==> src/rtl/mbs_pkg.sv <==
package mbs_pkg;

    localparam int CYC_W = 6;

    typedef enum logic {
        ST_IDLE = 1'b0,
        ST_SCAN = 1'b1
    } scan_state_e;

    // Per-buffer verdict produced by the evaluator for the current scan step.
    typedef struct packed {
        logic cand_a;
        logic cand_b;
        logic dual;
        logic null_tx;
    } buf_verdict_t;

    // Value/mask comparison of the cycle count against one buffer's filter.
    function automatic logic cyc_filter_hit(
        input logic             fe,
        input logic [CYC_W-1:0] mask,
        input logic [CYC_W-1:0] val,
        input logic [CYC_W-1:0] cyc
    );
        return (!fe) || ((cyc & mask) == (val & mask));
    endfunction

endpackage

==> src/rtl/mbs_scan_ctrl.sv <==
module mbs_scan_ctrl
    import mbs_pkg::*;
#(
    parameter int NUM_BUF = 16,
    localparam int IDX_W  = (NUM_BUF > 1) ? $clog2(NUM_BUF) : 1
) (
    input  logic             clk,
    input  logic             rst,
    input  logic             start,
    output logic             clear,
    output logic             step,
    output logic             last,
    output logic [IDX_W-1:0] idx,
    output logic             busy,
    output logic             done
);

    localparam logic [IDX_W-1:0] LAST_IDX = IDX_W'(NUM_BUF - 1);

    scan_state_e      state_q;
    logic [IDX_W-1:0] cnt_q;
    logic             done_q;

    assign clear = (state_q == ST_IDLE) && start;
    assign step  = (state_q == ST_SCAN);
    assign last  = step && (cnt_q == LAST_IDX);
    assign idx   = cnt_q;
    assign busy  = step;
    assign done  = done_q;

    always_ff @(posedge clk) begin
        if (rst) begin
            state_q <= ST_IDLE;
            cnt_q   <= '0;
            done_q  <= 1'b0;
        end else begin
            done_q <= 1'b0;
            case (state_q)
                ST_IDLE: begin
                    if (start) begin
                        state_q <= ST_SCAN;
                        cnt_q   <= '0;
                    end
                end
                ST_SCAN: begin
                    if (cnt_q == LAST_IDX) begin
                        state_q <= ST_IDLE;
                        cnt_q   <= '0;
                        done_q  <= 1'b1;
                    end else begin
                        cnt_q <= cnt_q + 1'b1;
                    end
                end
                default: state_q <= ST_IDLE;
            endcase
        end
    end

endmodule

==> src/rtl/mbs_buf_eval.sv <==
module mbs_buf_eval
    import mbs_pkg::*;
#(
    parameter int SLOT_W = 11
) (
    input  logic              en,
    input  logic [SLOT_W-1:0] slot,
    input  logic [SLOT_W-1:0] want_slot,
    input  logic              tx,
    input  logic              cfe,
    input  logic [CYC_W-1:0]  cmask,
    input  logic [CYC_W-1:0]  cval,
    input  logic [CYC_W-1:0]  cyc,
    input  logic              in_static,
    input  logic              cha,
    input  logic              chb,
    output buf_verdict_t      verdict
);

    logic slot_hit;
    logic flt_hit;
    logic claims;

    always_comb begin
        slot_hit = en && (slot == want_slot);
        flt_hit  = cyc_filter_hit(cfe, cmask, cval, cyc);
        // Static transmit buffers keep their slot even when the filter rejects.
        claims   = flt_hit || (tx && in_static);

        verdict.cand_a  = slot_hit && claims && cha;
        verdict.cand_b  = slot_hit && claims && chb;
        verdict.dual    = cha && chb;
        verdict.null_tx = !flt_hit;
    end

endmodule

==> src/rtl/mbs_chan_track.sv <==
module mbs_chan_track #(
    parameter int IDX_W  = 4,
    parameter int PRIO_W = 4
) (
    input  logic              clk,
    input  logic              rst,
    input  logic              clear,
    input  logic              step,
    input  logic              last,
    input  logic              cand,
    input  logic [PRIO_W-1:0] prio,
    input  logic [IDX_W-1:0]  idx,
    input  logic              null_in,
    input  logic              dual_in,
    output logic              found_o,
    output logic [IDX_W-1:0]  idx_o,
    output logic              null_o,
    output logic              mix_o
);

    typedef struct packed {
        logic              found;
        logic [PRIO_W-1:0] prio;
        logic [IDX_W-1:0]  idx;
        logic              nul;
        logic              seen_single;
        logic              seen_dual;
    } track_t;

    track_t cur_q;
    track_t nxt;

    always_comb begin
        nxt = cur_q;
        if (cand) begin
            if (!cur_q.found || (prio < cur_q.prio)) begin
                nxt.found       = 1'b1;
                nxt.prio        = prio;
                nxt.idx         = idx;
                nxt.nul         = null_in;
                nxt.seen_single = !dual_in;
                nxt.seen_dual   = dual_in;
            end else if (prio == cur_q.prio) begin
                // Equal priority: earlier index keeps the win, only record the kind.
                nxt.seen_single = cur_q.seen_single || !dual_in;
                nxt.seen_dual   = cur_q.seen_dual || dual_in;
            end
        end
    end

    always_ff @(posedge clk) begin
        if (rst) begin
            cur_q   <= '0;
            found_o <= 1'b0;
            idx_o   <= '0;
            null_o  <= 1'b0;
            mix_o   <= 1'b0;
        end else begin
            if (clear) begin
                cur_q <= '0;
            end else if (step) begin
                cur_q <= nxt;
            end
            if (step && last) begin
                found_o <= nxt.found;
                idx_o   <= nxt.idx;
                null_o  <= nxt.found && nxt.nul;
                mix_o   <= nxt.found && nxt.seen_single && nxt.seen_dual;
            end
        end
    end

endmodule

==> src/rtl/mb_slot_search.sv <==
module mb_slot_search
    import mbs_pkg::*;
#(
    parameter int NUM_BUF = 16,
    parameter int SLOT_W  = 11,
    parameter int PRIO_W  = 4,
    localparam int IDX_W  = (NUM_BUF > 1) ? $clog2(NUM_BUF) : 1
) (
    input  logic                      clk,
    input  logic                      rst,
    input  logic                      start,
    input  logic [SLOT_W-1:0]         cur_slot,
    input  logic [CYC_W-1:0]          cyc_cnt,
    input  logic                      static_seg,
    input  logic [NUM_BUF-1:0]        buf_en,
    input  logic [NUM_BUF*SLOT_W-1:0] buf_slot,
    input  logic [NUM_BUF-1:0]        buf_tx,
    input  logic [NUM_BUF*PRIO_W-1:0] buf_prio,
    input  logic [NUM_BUF-1:0]        buf_cfe,
    input  logic [NUM_BUF*CYC_W-1:0]  buf_cmask,
    input  logic [NUM_BUF*CYC_W-1:0]  buf_cval,
    input  logic [NUM_BUF-1:0]        buf_cha,
    input  logic [NUM_BUF-1:0]        buf_chb,
    output logic                      busy,
    output logic                      done,
    output logic                      a_found,
    output logic [IDX_W-1:0]          a_idx,
    output logic                      a_null,
    output logic                      b_found,
    output logic [IDX_W-1:0]          b_idx,
    output logic                      b_null,
    output logic                      cons_err
);

    localparam int N_CHAN = 2;

    logic             clear;
    logic             step;
    logic             last;
    logic [IDX_W-1:0] scan_idx;

    logic [SLOT_W-1:0] slot_q;
    logic [CYC_W-1:0]  cyc_q;
    logic              static_q;

    logic [SLOT_W-1:0] sel_slot;
    logic [PRIO_W-1:0] sel_prio;
    logic [CYC_W-1:0]  sel_mask;
    logic [CYC_W-1:0]  sel_val;
    logic              sel_en;
    logic              sel_tx;
    logic              sel_cfe;
    logic              sel_cha;
    logic              sel_chb;

    buf_verdict_t verdict;

    logic [N_CHAN-1:0] ch_cand;
    logic [N_CHAN-1:0] ch_found;
    logic [N_CHAN-1:0] ch_null;
    logic [N_CHAN-1:0] ch_mix;
    logic [IDX_W-1:0]  ch_idx [N_CHAN];

    mbs_scan_ctrl #(
        .NUM_BUF(NUM_BUF)
    ) u_ctrl (
        .clk  (clk),
        .rst  (rst),
        .start(start),
        .clear(clear),
        .step (step),
        .last (last),
        .idx  (scan_idx),
        .busy (busy),
        .done (done)
    );

    // Capture the search context at the accepted start pulse.
    always_ff @(posedge clk) begin
        if (rst) begin
            slot_q   <= '0;
            cyc_q    <= '0;
            static_q <= 1'b0;
        end else if (clear) begin
            slot_q   <= cur_slot;
            cyc_q    <= cyc_cnt;
            static_q <= static_seg;
        end
    end

    // Select the configuration of the buffer under scan.
    always_comb begin
        sel_slot = buf_slot [int'(scan_idx)*SLOT_W +: SLOT_W];
        sel_prio = buf_prio [int'(scan_idx)*PRIO_W +: PRIO_W];
        sel_mask = buf_cmask[int'(scan_idx)*CYC_W  +: CYC_W];
        sel_val  = buf_cval [int'(scan_idx)*CYC_W  +: CYC_W];
        sel_en   = buf_en [scan_idx];
        sel_tx   = buf_tx [scan_idx];
        sel_cfe  = buf_cfe[scan_idx];
        sel_cha  = buf_cha[scan_idx];
        sel_chb  = buf_chb[scan_idx];
    end

    mbs_buf_eval #(
        .SLOT_W(SLOT_W)
    ) u_eval (
        .en       (sel_en),
        .slot     (sel_slot),
        .want_slot(slot_q),
        .tx       (sel_tx),
        .cfe      (sel_cfe),
        .cmask    (sel_mask),
        .cval     (sel_val),
        .cyc      (cyc_q),
        .in_static(static_q),
        .cha      (sel_cha),
        .chb      (sel_chb),
        .verdict  (verdict)
    );

    assign ch_cand = {verdict.cand_b, verdict.cand_a};

    for (genvar c = 0; c < N_CHAN; c++) begin : g_chan
        mbs_chan_track #(
            .IDX_W (IDX_W),
            .PRIO_W(PRIO_W)
        ) u_track (
            .clk    (clk),
            .rst    (rst),
            .clear  (clear),
            .step   (step),
            .last   (last),
            .cand   (ch_cand[c]),
            .prio   (sel_prio),
            .idx    (scan_idx),
            .null_in(verdict.null_tx),
            .dual_in(verdict.dual),
            .found_o(ch_found[c]),
            .idx_o  (ch_idx[c]),
            .null_o (ch_null[c]),
            .mix_o  (ch_mix[c])
        );
    end

    assign a_found  = ch_found[0];
    assign a_idx    = ch_idx[0];
    assign a_null   = ch_null[0];
    assign b_found  = ch_found[1];
    assign b_idx    = ch_idx[1];
    assign b_null   = ch_null[1];
    assign cons_err = |ch_mix;

endmodule

==> config.mk <==
export PLATFORM = sky130hd
export DESIGN_NAME = mb_slot_search
export DESIGN_NICKNAME = d
export VERILOG_FILES = /design/src/rtl/mbs_pkg.sv /design/src/rtl/mbs_scan_ctrl.sv /design/src/rtl/mbs_buf_eval.sv /design/src/rtl/mbs_chan_track.sv /design/src/rtl/mb_slot_search.sv
export SDC_FILE = /design/constraint.sdc
export NUM_CORES = 1
export LEC_CHECK = 0
export BUFFER_PORTS_ARGS = -buffer_cell sky130_fd_sc_hd__buf_2
export CAP_MARGIN = 20
export CORE_AREA = 2 2 212 214
export CTS_CLUSTER_DIAMETER = 120
export DETAILED_ROUTE_END_ITERATION = 7
export DIE_AREA = 0 0 214 216
export PLACE_DENSITY = 0.39
export SKIP_LAST_GASP = 1
export SLEW_MARGIN = 20
export SYNTH_ARGS = -nofsm -noshare
export SYNTH_HDL_FRONTEND = slang
export SYNTH_SLANG_ARGS = --single-unit
==> constraint.sdc <==
create_clock -name clk -period 10.4 [get_ports clk]
set_input_delay 0.52 -clock clk [delete_from_list [all_inputs] [get_ports clk]]
set_output_delay 0.52 -clock clk [all_outputs]
set_load 0.01 [all_outputs]
==> flow_metrics.py, run 1 <==
metrics = {
    "placed_design": {
        "gp_congestion": 0.8527,
        "io_buffers": 547,
        "dp_hpwl_um": 32630,
        "dp.cells": 1762,
        "place_area_mm2": 0.01042,
    },
    "layout": {
        "drive_above_1_share_pct": 59.70,
        "instances_no_fill": 1783,
        "design_area_mm2": 0.01073,
        "finalNetCount": 1723,
        "fin_util_pct": 24.48,
        "area_growth_pct": 49.57,
    },
    "synth": {
        "ys_seq_elements": 62,
        "synth.most_common_cell": "mux4_2",
        "synth_commonest_cells": "mux4_2 (116), mux2i_1 (88), nand2_1 (69), dfxtp_1 (62), nor2_1 (40)",
        "synthCells": 674,
        "synth.top_cell.area_share_pct": 36.42,
        "synth_top_area_cell": "mux4_2",
        "synth_cell_types": 63,
        "yosysWarnings": 0,
        "synthFlopType": "dfxtp_1",
        "syn_nets": 1216,
        "synth-seq-area-share_pct": 17.30,
        "ys_async_sr_fraction_pct": 0,
        "synth.area.top_cells": "mux4_2 (36%), dfxtp_1 (17%), mux2i_1 (12%)",
        "synth_area_mm2": 0.007173,
        "synth_edf_count": 0,
        "syn_avg_cell_area_um2": 10.64,
    },
    "grt": {
        "grt_pass1_vias": 8569,
        "grt_max_degree": 67,
        "grt_overflow": 0,
        "grt_use_total_pct": 16.13,
        "grt_pass1_wl_um": 55150,
        "antenna_found_initial": 17,
    },
    "route": {
        "drc": 0,
        "via_per_inst": 4.426,
        "wl_um": 38500,
        "dr.pass1.iters": 4,
        "drt_iter0_drc": 356,
        "vias": 7891,
        "ant_nets": 0,
        "wl_per_cell_um": 21.59,
    },
    "sta": {
        "max_freq_ghz": 0.1980,
        "fin_worst_skew_ps": 9.418,
        "fin_crit_ps": 5052,
        "slew_viol_final": 0,
        "relSlewSlack_pct": 35.78,
        "finalCritPeriodShare_pct": 48.57,
        "rsz0062_at_grt": "no",
        "setup-tns-final_ps": 0,
        "setup_viol": 0,
        "hold_viol_final": 0,
        "worstMarginPinSlew_ps": 963.3,
    },
    "pwr": {
        "pwr-share-comb_pct": 34.6,
        "p_clk_share_pct": 35.9,
        "ir_worst_vdd_mv": 0.1134,
        "leakagePower_nw": 4.400,
        "pwr-share-seq_pct": 29.5,
        "swShare_pct": 30.07,
        "intPower_mw": 0.6065,
        "switchingPower_mw": 0.2609,
        "finalPower_mw": 0.8674,
        "p_per_area_mw_per_mm2": 80.85,
    },
    "cts": {
        "cts_tree": "yes",
        "cts-resized-gates": 0,
        "clock_sinks": 62,
        "postCtsSetupBuffers": 0,
        "clk_pin_slew_ps": 60,
        "htreeDepth": 3,
        "cts_buffers": 9,
        "clockBufferDepth": 2,
        "root_buffer": "clkbuf_16",
        "cts_hold_buf": 0,
        "clk_latency_ps": 340,
    },
    "floorplan": {
        "die_h_um": 216,
        "io_pins": 548,
        "core_area_mm2": 0.04384,
        "rows": 77,
        "die_area_mm2": 0.04622,
        "start_util_pct": 16.36,
        "die_x_um": 214,
    },
    "worst_setup_path": {
        "critPathCaptureType": "flop",
        "cpMaxStageDelayCell": "dfxtp_4",
        "crit_family": "multiplexers",
        "max_stage_delay_ps": 780,
        "start_kind": "flop",
        "crit_type": "flop to flop",
        "path_max_fanout": 44,
        "cp.arrival_ps": 5240,
        "critPathRequiredTime_ps": 10590,
        "cp_num_buf_inv": 1,
        "reg2reg_slack_ps": 5350,
        "crit_chain": "buf_4, mux4_2, mux4_2, ha_1, nor2b_1, o21a_1, o21a_1, o21ai_0, and2_1, nand3_1, nor2_2, mux2i_1, a21oi_1",
    },
    "hold_path": {
        "hp-class": "input pin to flop",
    },
    "outcome": {
        "outcome": "finished clean",
    },
    "job": {
        "max-cap-violations": 0,
    },
}
==> final timing paths <==
path         cells past startpoint                          to               startpoint
min                              3                    cyc_q[1]               cyc_cnt[1]
min reg2reg                      2     g_chan[0].u_track.mix_o  g_chan[0].u_track.mix_o
max                             13  g_chan[1].u_track.cur_q[2]            u_ctrl.idx[0]
max reg2reg                     13  g_chan[1].u_track.cur_q[2]            u_ctrl.idx[0]
==> kinds of logic after synthesis <==
family,after synthesis,share of synthesized area (%)
XOR/XNOR,23,2.808
adder cells (fa/ha/maj),9,1.570
flip-flops,62,17.30
multiplexers,207,49.17
buffers and inverters,74,5.163
AND/OR/NAND/NOR,182,12.72
AO/OA/AOI/OAI,117,11.27
==> cell type report <==
class	instances	area, um2
Sequential cell	62	1254
Inverter	14	52.55
Fill cell	4767	33110
Clock buffer	11	242.7
Clock inverter	5	57.56
Tap cell	592	740.7
Multi-Input combinational cell	538	5564
Timing Repair Buffer	556	2805
Antenna cell	5	12.51
==> placed cells by master (no fill, tap or decap), types with 4 or more instances in the layout <==
| master | instances |
|---|---|
| nor3_1 | 5 |
| buf_4 | 9 |
| dfxtp_1 | 58 |
| a211oi_1 | 13 |
| a21oi_1 | 39 |
| nand3b_1 | 7 |
| nor2b_1 | 7 |
| nand2b_1 | 4 |
| mux2i_1 | 88 |
| xnor2_1 | 4 |
| a22oi_1 | 22 |
| inv_1 | 13 |
| ha_1 | 9 |
| clkbuf_16 | 9 |
| xor2_1 | 19 |
| o21ai_0 | 9 |
| nand2_1 | 69 |
| buf_2 | 547 |
| and3_1 | 6 |
| diode_2 | 5 |
| nand3_1 | 9 |
| mux4_2 | 116 |
| and2_1 | 4 |
| nor2_1 | 40 |
==> worst register-to-register path: stages (launching register included) <==
cell	delay [ps]
dfxtp_4	780
buf_4	700
mux4_2	640
mux4_2	530
ha_1	330
nor2b_1	130
o21a_1	160
o21a_1	150
o21ai_0	260
and2_1	210
nand3_1	130
nor2_2	440
mux2i_1	330
a21oi_1	100
==> state kept, by name, indices dropped and copies added (netlist names) <==
signal / flops
slot_q: 11
g_chan.u_track.found_o: 2
u_ctrl.done: 1
g_chan.u_track.mix_o: 2
u_ctrl.idx: 4
g_chan.u_track.idx_o: 8
static_q: 1
cyc_q: 6
g_chan.u_track.null_o: 2
u_ctrl.busy: 1
g_chan.u_track.cur_q: 24
==> metal layers <==
metal	up-vias	track usage (%)	wire length, um
met5	-	0	21
met4	4	3.310	701
met3	37	3.157	1888
met2	301	30.41	20410
met1	3844	18.79	15480
li1	3705	-	-
==> metrics by stage <==
| stage | hold WS, ps | worst slack [ps] |
|---|---|---|
| floorplan | 416.6 | 5650 |
| global placement | 441.7 | 5267 |
| detailed placement | 449.8 | 5250 |
| CTS | 403.9 | 5254 |
| global route | 411.3 | 4972 |
| finish | 419.9 | 5348 |
==> power by group through the flow <==
stage	clock network [mW]	logic [mW]	registers (mW)
after CTS	0.327	0.306	0.257
after global placement	0	0.304	0.262
after detailed placement	0	0.305	0.262
final	0.311	0.300	0.256
after global routing	0.335	0.329	0.258
after floorplan	0	0.168	0.252
Power figures use the tool's default switching activity.
==> run 2: changes to the inputs <==
--- a/config.mk
+++ b/config.mk
@@ -7,10 +7,10 @@
 export LEC_CHECK = 0
 export BUFFER_PORTS_ARGS = -buffer_cell sky130_fd_sc_hd__buf_2
 export CAP_MARGIN = 20
-export CORE_AREA = 2 2 212 214
+export CORE_AREA = 2 2 214 216
 export CTS_CLUSTER_DIAMETER = 120
 export DETAILED_ROUTE_END_ITERATION = 7
-export DIE_AREA = 0 0 214 216
+export DIE_AREA = 0 0 216 218
 export PLACE_DENSITY = 0.39
 export SKIP_LAST_GASP = 1
 export SLEW_MARGIN = 20
==> constraint.sdc (replaced) <==
create_clock -name clk -period 4.4 [get_ports clk]
set_input_delay 0.22 -clock clk [delete_from_list [all_inputs] [get_ports clk]]
set_output_delay 0.22 -clock clk [all_outputs]
set_load 0.01 [all_outputs]
==> flow_metrics.py, run 2 (synthesis results as in run 1) <==
metrics = {
    "layout": {
        "final_common_cell": "buf_2",
        "reg_top3": "g_chan.u_track.cur_q (24), slot_q (11), g_chan.u_track.idx_o (8)",
        "drive_above_1_share_pct": 60.31,
        "final_cell_mix": "buf_2 (547), mux4_2 (116), mux2i_1 (88), nand2_1 (69), dfxtp_1 (58)",
        "area_growth_pct": 52.56,
        "finalNetCount": 1745,
        "fin_util_pct": 24.38,
        "top_register": "g_chan.u_track.cur_q",
        "largest_reg_flops": 24,
        "nFillCells": 4959,
    },
    "sta": {
        "fin_crit_ps": 4062,
        "slew_viol_final": 0,
        "setup-tns-final_ps": 0,
        "fin_worst_skew_ps": 9.719,
        "worstMarginPinSlew_ps": 920.4,
        "relSlewSlack_pct": 38.64,
        "rsz0062_at_grt": "no",
        "max_freq_ghz": 0.2462,
        "finalCritPeriodShare_pct": 92.31,
        "setup_viol": 0,
        "hold_viol_final": 0,
    },
    "floorplan": {
        "die_area_mm2": 0.04709,
        "io_pins": 548,
        "die_h_um": 218,
        "rows": 78,
        "die_x_um": 216,
        "core_area_mm2": 0.04489,
        "start_util_pct": 15.98,
    },
    "route": {
        "wl_per_cell_um": 21.15,
        "ant_nets": 0,
        "via_per_inst": 4.374,
        "drc": 0,
        "drt_iter0_drc": 341,
        "dr.pass1.iters": 4,
        "vias": 7935,
        "wl_um": 38370,
    },
    "cts": {
        "cts_hold_buf": 0,
        "postCtsSetupBuffers": 0,
        "htreeDepth": 3,
        "root_buffer": "clkbuf_16",
        "clk_latency_ps": 340,
        "clock_sinks": 62,
        "cts_buffers": 9,
        "clockBufferDepth": 2,
        "cts-resized-gates": 0,
        "clk_pin_slew_ps": 60,
        "cts_tree": "yes",
    },
    "pwr": {
        "swShare_pct": 30.84,
        "pwr-share-comb_pct": 36.6,
        "ir_worst_vdd_mv": 0.2071,
        "p_per_area_mw_per_mm2": 183.2,
        "switchingPower_mw": 0.6182,
        "intPower_mw": 1.387,
        "p_clk_share_pct": 33.5,
        "leakagePower_nw": 4.516,
        "pwr-share-seq_pct": 29.9,
    },
    "worst_setup_path": {
        "r2r_start": "u_ctrl.idx[0]",
        "reg2reg_slack_ps": 340,
        "cpMaxStageDelayCell": "dfxtp_4",
        "r2r_cells": 10,
        "cp.arrival_ps": 4310,
        "critPathRequiredTime_ps": 4640,
        "max_stage_delay_ps": 620,
        "start_kind": "flop",
        "critPathCaptureType": "flop",
        "crit_type": "flop to flop",
        "path_max_fanout": 41,
        "r2r_end": "g_chan[1].u_track.null_o",
        "crit_chain": "buf_12, mux4_2, mux2i_1, xor2_1, o22ai_1, nor4_4, nor3b_4, nor4b_1, nor2_1, o41ai_2",
    },
    "hold_path": {
        "min_from": "cur_slot[10]",
        "whs_endpoint": "slot_q[10]",
        "hold_path_depth": 3,
        "hp-class": "input pin to flop",
    },
    "grt": {
        "grt_pass1_vias": 8588,
        "grt_pass1_wl_um": 54070,
        "grt_max_degree": 47,
        "grt_use_total_pct": 15.60,
        "antenna_found_initial": 17,
        "grt_overflow": 0,
    },
    "placed_design": {
        "dp_hpwl_um": 33000,
        "io_buffers": 547,
        "gp_congestion": 0.8435,
    },
    "job": {
        "max-cap-violations": 0,
    },
    "outcome": {
        "outcome": "finished clean",
    },
}
[run 2: through the flow]
step / std cells / hold WS, ps / worst slack, ps / power (mW) / instance area (um2)
6_report: 1814 / 113.1 / 338.3 / 2.005 / 10940
3_5_place_dp: 1792 / 449.2 / 248.1 / 1.362 / 10660
5_1_grt: 1810 / 118.0 / 54.64 / 2.122 / 10930
4_1_cts: 1807 / 104.2 / 231.7 / 2.044 / 10930
3_3_place_gp: 1792 / 445.9 / 310.7 / 1.358 / 10660
2_1_floorplan: 674 / 341.5 / 5.170 / 0.9954 / 7197
[run 2: worst max-delay path by stage]
stage | startpoint | to | slack, ps
2_1_floorplan | u_ctrl.idx[1] | g_chan[1].u_track.cur_q[2] | 5
5_1_grt | u_ctrl.idx[0] | g_chan[1].u_track.null_o | 50
3_5_place_dp | u_ctrl.idx[0] | g_chan[1].u_track.null_o | 250
3_3_place_gp | u_ctrl.idx[0] | g_chan[1].u_track.null_o | 310
4_1_cts | u_ctrl.idx[0] | g_chan[1].u_track.null_o | 230
6_report | u_ctrl.idx[0] | g_chan[1].u_track.null_o | 340
[run 2: area by class of cell]
| class | instances | area, um2 | share of cell area [%] |
|---|---|---|---|
| Timing Repair Buffer | 578 | 3033 | 27.72 |
| Inverter | 14 | 52.55 | 0.4802 |
| Tap cell | 600 | 750.7 | 6.860 |
| Clock inverter | 3 | 20.02 | 0.1829 |
| Clock buffer | 12 | 246.5 | 2.252 |
| Sequential cell | 62 | 1254 | 11.46 |
| Multi-Input combinational cell | 538 | 5569 | 50.89 |
| Antenna cell | 7 | 17.52 | 0.1601 |
[run 2: power groups by stage]
stage | logic, mW | registers (mW) | clock network, mW
6_report | 0.734 | 0.599 | 0.672
5_1_grt | 0.801 | 0.603 | 0.718
4_1_cts | 0.751 | 0.601 | 0.692
3_5_place_dp | 0.749 | 0.613 | 0
3_3_place_gp | 0.745 | 0.613 | 0
2_1_floorplan | 0.400 | 0.595 | 0
[run 2: metal layers]
| layer | up-vias | track usage (%) | part of all wire, % |
|---|---|---|---|
| met5 | - | 0 | 0.099 |
| met4 | 8 | 2.991 | 1.2 |
| met3 | 35 | 3.291 | 6.1 |
| met2 | 300 | 29.14 | 53 |
| met1 | 3850 | 18.35 | 39 |
| li1 | 3742 | - | - |
[run 2: worst max-delay path, delay by kind of cell, from the launching register on]
kind | cells | cell delay, ps
AND/OR/NAND/NOR | 4 | 1260
multiplexers | 2 | 750
flip-flops | 1 | 620
AO/OA/AOI/OAI | 2 | 510
XOR/XNOR | 1 | 430
buffers and inverters | 1 | 330
